[src/rtl/smbh_pkg.sv]
package smbh_pkg;
  localparam logic [2:0] OFS_STAT  = 3'd0;
  localparam logic [2:0] OFS_CTRL  = 3'd1;
  localparam logic [2:0] OFS_START = 3'd2;
  localparam logic [2:0] OFS_ADDR  = 3'd3;
  localparam logic [2:0] OFS_DA    = 3'd4;
  localparam logic [2:0] OFS_DB    = 3'd5;
  localparam logic [2:0] OFS_BLK   = 3'd6;
  localparam logic [2:0] OFS_CMD   = 3'd7;

  // control byte bit positions
  localparam int unsigned CTL_BUFCLR = 7;
  localparam int unsigned CTL_TYPE_LO = 4;
  localparam int unsigned CTL_TMO = 3;
  localparam int unsigned CTL_ABT = 2;

  // event vector layout inside the status block: {term, coll, dev, complete}
  localparam int unsigned EV_W = 4;

  typedef enum logic [2:0] {
    XT_QUICK = 3'd0,
    XT_BYTE  = 3'd1,
    XT_RWB   = 3'd2,
    XT_WORD  = 3'd3,
    XT_BLOCK = 3'd4
  } xfer_e;
endpackage

[src/rtl/smbh_blkbuf.sv]
module smbh_blkbuf #(
  parameter int unsigned DEPTH = 32,
  parameter int unsigned DW    = 8,
  localparam int unsigned PW   = $clog2(DEPTH)
) (
  input  logic          clk,
  input  logic          rst_n,
  input  logic          clr,
  input  logic          bus_we,
  input  logic          bus_re,
  input  logic [DW-1:0] bus_wdata,
  output logic [DW-1:0] bus_rdata,
  input  logic          eng_we,
  input  logic [PW-1:0] eng_idx,
  input  logic [DW-1:0] eng_wdata,
  output logic [DW-1:0] eng_rdata
);
  logic [DW-1:0] mem_q [DEPTH];
  logic [DW-1:0] mem_d [DEPTH];
  logic [PW-1:0] ptr_q, ptr_d;
  logic          step;

  assign step      = bus_we | bus_re;
  assign bus_rdata = mem_q[ptr_q];
  assign eng_rdata = mem_q[eng_idx];

  always_comb begin
    ptr_d = ptr_q;
    if (clr) begin
      ptr_d = '0;
    end else if (step) begin
      ptr_d = (ptr_q == PW'(DEPTH - 1)) ? '0 : ptr_q + 1'b1;
    end
  end

  always_comb begin
    for (int i = 0; i < DEPTH; i++) begin
      mem_d[i] = mem_q[i];
    end
    if (clr) begin
      for (int i = 0; i < DEPTH; i++) begin
        mem_d[i] = '0;
      end
    end else begin
      if (eng_we) mem_d[eng_idx] = eng_wdata;
      if (bus_we) mem_d[ptr_q]   = bus_wdata;
    end
  end

  always_ff @(posedge clk or negedge rst_n) begin
    if (!rst_n) begin
      ptr_q <= '0;
    end else if (clr || step) begin
      ptr_q <= ptr_d;
    end
  end

  generate
    for (genvar g = 0; g < DEPTH; g++) begin : g_ent
      always_ff @(posedge clk or negedge rst_n) begin
        if (!rst_n) begin
          mem_q[g] <= '0;
        end else if (clr || eng_we || bus_we) begin
          mem_q[g] <= mem_d[g];
        end
      end
    end
  endgenerate

  assert_ptr_step_R7: assert property (@(posedge clk) disable iff (!rst_n)
    (step && !clr && ptr_q != PW'(DEPTH - 1)) |=> ptr_q == $past(ptr_q) + 1'b1);
  assert_ptr_wrap_R7: assert property (@(posedge clk) disable iff (!rst_n)
    (step && !clr && ptr_q == PW'(DEPTH - 1)) |=> ptr_q == '0);
  assert_clr_zero_R8: assert property (@(posedge clk) disable iff (!rst_n)
    clr |=> (ptr_q == '0 && bus_rdata == '0));
endmodule

[src/rtl/smbh_status.sv]
module smbh_status
  import smbh_pkg::*;
(
  input  logic            clk,
  input  logic            rst_n,
  input  logic            launch,
  input  logic            eng_done,
  input  logic [2:0]      eng_err,
  input  logic            w1c_we,
  input  logic [EV_W-1:0] w1c_mask,
  output logic [EV_W-1:0] ev,
  output logic            busy
);
  logic [EV_W-1:0] ev_q, ev_d;
  logic            busy_q, busy_d;

  always_comb begin
    ev_d = ev_q;
    if (w1c_we)   ev_d = ev_d & ~w1c_mask;
    if (eng_done) ev_d = ev_d | {eng_err, 1'b1};
  end

  always_comb begin
    busy_d = busy_q;
    if (eng_done)    busy_d = 1'b0;
    else if (launch) busy_d = 1'b1;
  end

  always_ff @(posedge clk or negedge rst_n) begin
    if (!rst_n) begin
      ev_q   <= '0;
      busy_q <= 1'b0;
    end else begin
      if (w1c_we || eng_done) ev_q <= ev_d;
      if (eng_done || launch) busy_q <= busy_d;
    end
  end

  assign ev   = ev_q;
  assign busy = busy_q;

  assert_done_sets_complete_R5: assert property (@(posedge clk) disable iff (!rst_n)
    eng_done |=> (ev_q[0] && !busy_q));
  assert_done_term_R5: assert property (@(posedge clk) disable iff (!rst_n)
    (eng_done && eng_err[2]) |=> ev_q[3]);
  assert_w1c_clears_R6: assert property (@(posedge clk) disable iff (!rst_n)
    (w1c_we && !eng_done) |=> ev_q == ($past(ev_q) & ~$past(w1c_mask)));
endmodule

[src/rtl/smbh_regs.sv]
module smbh_regs
  import smbh_pkg::*;
#(
  parameter int unsigned DW        = 8,
  parameter int unsigned BUF_DEPTH = 32,
  localparam int unsigned IW       = $clog2(BUF_DEPTH)
) (
  input  logic          clk,
  input  logic          rst_n,
  input  logic [2:0]    bus_addr,
  input  logic          bus_wr,
  input  logic          bus_rd,
  input  logic [DW-1:0] bus_wdata,
  output logic [DW-1:0] bus_rdata,
  output logic          go,
  output logic [2:0]    xfer_type,
  output logic [DW-1:0] tgt_addr,
  output logic [DW-1:0] cmd_byte,
  output logic [DW-1:0] data_a,
  output logic [DW-1:0] data_b,
  output logic          timeout_req,
  output logic          abort_req,
  input  logic          eng_done,
  input  logic          eng_err_term,
  input  logic          eng_err_coll,
  input  logic          eng_err_dev,
  input  logic          eng_slv_sts,
  input  logic          eng_slv_busy,
  input  logic          eng_data_we,
  input  logic [DW-1:0] eng_data_a,
  input  logic [DW-1:0] eng_data_b,
  input  logic          eng_buf_we,
  input  logic [IW-1:0] eng_buf_idx,
  input  logic [DW-1:0] eng_buf_wdata,
  output logic [DW-1:0] eng_buf_rdata
);
  // decoded strobes
  logic wr_stat, wr_ctrl, wr_start, wr_addr, wr_da, wr_db, wr_blk, wr_cmd, rd_blk;
  assign wr_stat  = bus_wr && bus_addr == OFS_STAT;
  assign wr_ctrl  = bus_wr && bus_addr == OFS_CTRL;
  assign wr_start = bus_wr && bus_addr == OFS_START;
  assign wr_addr  = bus_wr && bus_addr == OFS_ADDR;
  assign wr_da    = bus_wr && bus_addr == OFS_DA;
  assign wr_db    = bus_wr && bus_addr == OFS_DB;
  assign wr_blk   = bus_wr && bus_addr == OFS_BLK;
  assign wr_cmd   = bus_wr && bus_addr == OFS_CMD;
  assign rd_blk   = bus_rd && bus_addr == OFS_BLK;

  logic          busy;
  logic [EV_W-1:0] ev;
  logic [DW-1:0] blk_rdata;

  // control-side registers
  logic [2:0]    type_q, type_d;
  logic [DW-1:0] addr_q, addr_d, cmd_q, cmd_d, da_q, da_d, db_q, db_d;
  logic          go_q, go_d, tmo_q, tmo_d, abt_q, abt_d;

  always_comb begin
    type_d = type_q;
    addr_d = addr_q;
    cmd_d  = cmd_q;
    da_d   = da_q;
    db_d   = db_q;
    if (wr_ctrl) type_d = bus_wdata[CTL_TYPE_LO +: 3];
    if (wr_addr) addr_d = bus_wdata;
    if (wr_cmd)  cmd_d  = bus_wdata;
    if (eng_data_we) begin
      da_d = eng_data_a;
      db_d = eng_data_b;
    end
    if (wr_da) da_d = bus_wdata;
    if (wr_db) db_d = bus_wdata;
  end

  always_comb begin
    go_d  = wr_start && !busy;
    tmo_d = wr_ctrl && bus_wdata[CTL_TMO];
    abt_d = wr_ctrl && bus_wdata[CTL_ABT];
  end

  always_ff @(posedge clk or negedge rst_n) begin
    if (!rst_n) begin
      type_q <= '0;
      addr_q <= '0;
      cmd_q  <= '0;
      da_q   <= '0;
      db_q   <= '0;
    end else begin
      if (wr_ctrl)                 type_q <= type_d;
      if (wr_addr)                 addr_q <= addr_d;
      if (wr_cmd)                  cmd_q  <= cmd_d;
      if (wr_da || eng_data_we)    da_q   <= da_d;
      if (wr_db || eng_data_we)    db_q   <= db_d;
    end
  end

  always_ff @(posedge clk or negedge rst_n) begin
    if (!rst_n) begin
      go_q  <= 1'b0;
      tmo_q <= 1'b0;
      abt_q <= 1'b0;
    end else begin
      go_q  <= go_d;
      tmo_q <= tmo_d;
      abt_q <= abt_d;
    end
  end

  smbh_status u_status (
    .clk      (clk),
    .rst_n    (rst_n),
    .launch   (go_d),
    .eng_done (eng_done),
    .eng_err  ({eng_err_term, eng_err_coll, eng_err_dev}),
    .w1c_we   (wr_stat),
    .w1c_mask (bus_wdata[DW-1 -: EV_W]),
    .ev       (ev),
    .busy     (busy)
  );

  smbh_blkbuf #(
    .DEPTH (BUF_DEPTH),
    .DW    (DW)
  ) u_buf (
    .clk       (clk),
    .rst_n     (rst_n),
    .clr       (wr_ctrl && bus_wdata[CTL_BUFCLR]),
    .bus_we    (wr_blk),
    .bus_re    (rd_blk),
    .bus_wdata (bus_wdata),
    .bus_rdata (blk_rdata),
    .eng_we    (eng_buf_we),
    .eng_idx   (eng_buf_idx),
    .eng_wdata (eng_buf_wdata),
    .eng_rdata (eng_buf_rdata)
  );

  always_comb begin
    unique case (bus_addr)
      OFS_STAT: bus_rdata = {ev, busy, !busy, eng_slv_sts, eng_slv_busy};
      OFS_CTRL: bus_rdata = {1'b0, type_q, 4'b0000};
      OFS_ADDR: bus_rdata = addr_q;
      OFS_DA:   bus_rdata = da_q;
      OFS_DB:   bus_rdata = db_q;
      OFS_BLK:  bus_rdata = blk_rdata;
      OFS_CMD:  bus_rdata = cmd_q;
      default:  bus_rdata = '0;
    endcase
  end

  assign go          = go_q;
  assign xfer_type   = type_q;
  assign tgt_addr    = addr_q;
  assign cmd_byte    = cmd_q;
  assign data_a      = da_q;
  assign data_b      = db_q;
  assign timeout_req = tmo_q;
  assign abort_req   = abt_q;

  assert_go_marks_busy_R3: assert property (@(posedge clk) disable iff (!rst_n)
    go |-> busy);
  assert_go_single_R3: assert property (@(posedge clk) disable iff (!rst_n)
    go |=> !go);
  assert_no_relaunch_R4: assert property (@(posedge clk) disable iff (!rst_n)
    busy |=> !go);
endmodule

[config.mk]
export PLATFORM = sky130hd
export DESIGN_NAME = smbh_regs
export DESIGN_NICKNAME = d
export VERILOG_FILES = /design/src/rtl/smbh_pkg.sv /design/src/rtl/smbh_blkbuf.sv /design/src/rtl/smbh_status.sv /design/src/rtl/smbh_regs.sv
export SDC_FILE = /design/constraint.sdc
export NUM_CORES = 1
export LEC_CHECK = 0
export BUFFER_PORTS_ARGS = -buffer_cell sky130_fd_sc_hd__clkbuf_2
export CORE_MARGIN = 5
export CORE_UTILIZATION = 60
export DETAILED_ROUTE_END_ITERATION = 10
export PLACE_DENSITY_LB_ADDON = 0.08
export SYNTH_ARGS = -nofsm -noshare
export SYNTH_HDL_FRONTEND = slang
export SYNTH_SLANG_ARGS = --single-unit
[constraint.sdc]
create_clock -name clk -period 2.83 [get_ports clk]
set_input_delay 0.283 -clock clk [delete_from_list [all_inputs] [get_ports clk]]
set_output_delay 0.283 -clock clk [all_outputs]
set_load 0.02 [all_outputs]
==> reports/results.ini <==
[floorplan]
start_util_pct=60.4
num_rows=69
die_y_um=199
dieArea_sq_mm=0.0395
die_w_um=199
boundaryPins=106
core_sq_mm=0.0354

[place]
port_buffers=105
hpwl_um=56400
gp_congestion=1.02
dp.cells=2624

[cts]
clkLatencyLatePin_ns=0.55
clockBufferDepth=3
cts_tree=yes
cts_buffers=36
clk_transition_reported_paths_ns=0.06
htree_levels=2
cts.sink_count=304
cts_root_buf=clkbuf_16

[sta]
worstMarginPinSlew_ns=1.38
slew_viol_final=0
min_period_ns=3.18
finClkSkew_ns=0.0125
finalSetupTns_ns=-2.47
rsz0062_at_grt=true
setup_viol=9
worst_slack_ns=-0.353
hold_viol=0
finalCritPeriodShare_pct=112
hold_slack_ns=0.0288
relSlewSlack_pct=7.96
max_clock_freq_mhz=314

[worst_setup_path]
cp.required_ns=2.55
worst-r2r-setup-slack_ns=0.23
reg2reg_depth=6
max_stage_delay_ns=0.50
worstSetupEndpointType=output pin
crit_slowest_cell=mux2i_1
worst_r2r_endpoint=u_buf.mem_q[251]
critPathArrivalTime_ns=2.90
cp_cell_sequence=buf_16, mux2i_1, o22ai_1, nor4_2, nand2_1, a221o_1, buf_6
worstPathMaxFanout=16
start_kind=flip-flop
reg2reg_from=u_buf.ptr_q[2]
crit_type=flip-flop to output pin

[detailed_routing]
viasPerCell=7.50
dr.max_layer_used=met5
wl_met3_um=10200
wirelength_met1_um=31900
ant_nets=0
avgRoutedWirePerCell_um=32.2
wirelength_um=86900
num_vias=20300
detail_route.iter0.violations=2834
firstDrtPassIters=8
drcViolationCount=0
routed-wl-met2_um=37900

[grt]
gr-total-overflow=0
grt_start_max_net_pins=130
antenna_found_initial=2
track_usage_pct=43.5
grt_pass1_wl_um=128000
grt_pass1_vias=19500

[final_layout]
drive_above_1_share_pct=23.2
final_util_pct=70.4
num-nets-final=2274
multi_input_area_sq_mm=0.0137
final_common_cell=mux2i_1
fillers=2602
fin_cells=2701
seq_area_sq_mm=0.00762
area_growth_pct=16.5
final_cell_mix=mux2i_1 (346), dfrtp_1 (300), a22o_1 (261)

[synth]
synth_top_area_cell=dfrtp_1
synthesis.nets=2232
synth_area_sq_mm=0.0214
synthCells=2175
ys_async_sr_fraction_pct=100
synth_top_area_share_pct=35.6
syn_avg_cell_area_sq_um=9.84
seq_area_frac_synth_pct=35.6
ys_types=61
yosys-top-cells-area=dfrtp_1 (36%), mux2i_1 (19%), a22o_1 (11%)
synthFlopType=dfrtp_1
ys_ff_latch=304
synth-edff-count=0
ys_warn_count=0

[run_status]
failed_checks=setup timing
status=finished with violations

[hold_path]
whs_path_depth=3
min-delay-start=eng_data_a[2]
hp-class=input pin to flip-flop
worst_hold_path.endpoint=data_a[2]

[power]
power_density_mw_per_mm2=569
p_leak_nw=10.5
vdd.ir_drop.worst_v=0.000570
p_total_w=0.0142

[flow_run]
cap_viol_max_count=0

==> flip-flops by register name, summed over array words and instances, names as in the netlist <==
name / count
u_buf.ptr_q: 5
u_status.busy: 1
tgt_addr: 8
timeout_req: 1
xfer_type: 3
cmd_byte: 8
go: 1
u_status.ev: 4
data_b: 8
abort_req: 1
data_a: 8
u_buf.mem_q: 256
==> through the flow <==
step / setup slack, ns / area, sq um
floorplan: 0.272 / 21400
global placement: -0.126 / 22600
detailed placement: -0.0288 / 22600
CTS: -0.314 / 24700
global route: -0.395 / 24900
finish: -0.353 / 24900
==> synth_stat cells, types with 5 or more instances <==
master	n
a21oi_1	246
a22o_1	261
a22oi_1	34
and3b_1	5
buf_1	19
buf_2	70
buf_4	9
clkbuf_1	127
dfrtp_1	304
ha_1	5
inv_1	6
mux2_2	22
mux2i_1	407
mux4_2	65
nand2_1	64
nand3_1	21
nand3b_1	6
nand4_1	12
nand4bb_1	6
nor2_1	251
nor2_2	21
nor3b_2	7
nor4_1	15
o21ai_0	40
o21ai_1	6
o22ai_1	64
==> worst max-delay path by stage <==
stage	slack, ns	to	start
final	-0.35	bus_rdata[4]	u_buf.ptr_q[1]
after global routing	-0.39	bus_rdata[1]	u_buf.ptr_q[1]
after CTS	-0.31	bus_rdata[4]	u_buf.ptr_q[1]
after detailed placement	-0.03	bus_rdata[5]	u_buf.ptr_q[1]
after global placement	-0.13	bus_rdata[5]	u_buf.ptr_q[1]
after floorplan	0.27	u_buf.mem_q[157]	u_buf.ptr_q[1]
==> critical path: cells and delay by family (launching register included) <==
kind / cells / cell delay (ns)
AO/OA/AOI/OAI: 2 / 0.57
buffers and inverters: 2 / 0.34
flip-flops: 1 / 0.46
multiplexers: 1 / 0.50
AND/OR/NAND/NOR: 2 / 0.45
==> kinds of logic after synthesis <==
family          after synthesis  synth area share [%]
mux                         494                  27.0
fa+ha+maj                     5                 0.292
buf+inv                     234                  4.72
flops                       304                  35.6
simple gates                471                  11.2
compound gates              667                  21.2
==> power breakdown <==
part	switching, W	internal, W
combinational	0.00251	0.00206
sequential	0.000509	0.00466
clock	0.00191	0.00254
total	0.00493	0.00926
==> repair_timing <==
item | 4_1_cts | 5_1_grt
pin swaps | 26 | 16
endpoints found under the hold margin | 61 | 0
setup endpoints to repair | 8 | 8
resized for setup | 137 | 45
buffers inserted | 8 | 2
hold buffers | 5 | 0
gates cloned | 4 | 0
==> routing by layer <==
metal	vias to the layer above	track usage, %
met1	9895	58.1
met3	427	9.60
li1	8320	-
met2	1606	65.7
met4	2	25.2
met5	-	0.370
==> final cells by class <==
type	instances	share of cell area, %
well taps	461	2.31
clock inverters	8	0.161
clock buffers	52	4.18
multi-input cells	1637	54.8
inverters	6	0.0904
diodes	1	0.0100
flip-flops and latches	304	30.6
repair buffers	232	7.90
Power figures use the tool's default switching activity.
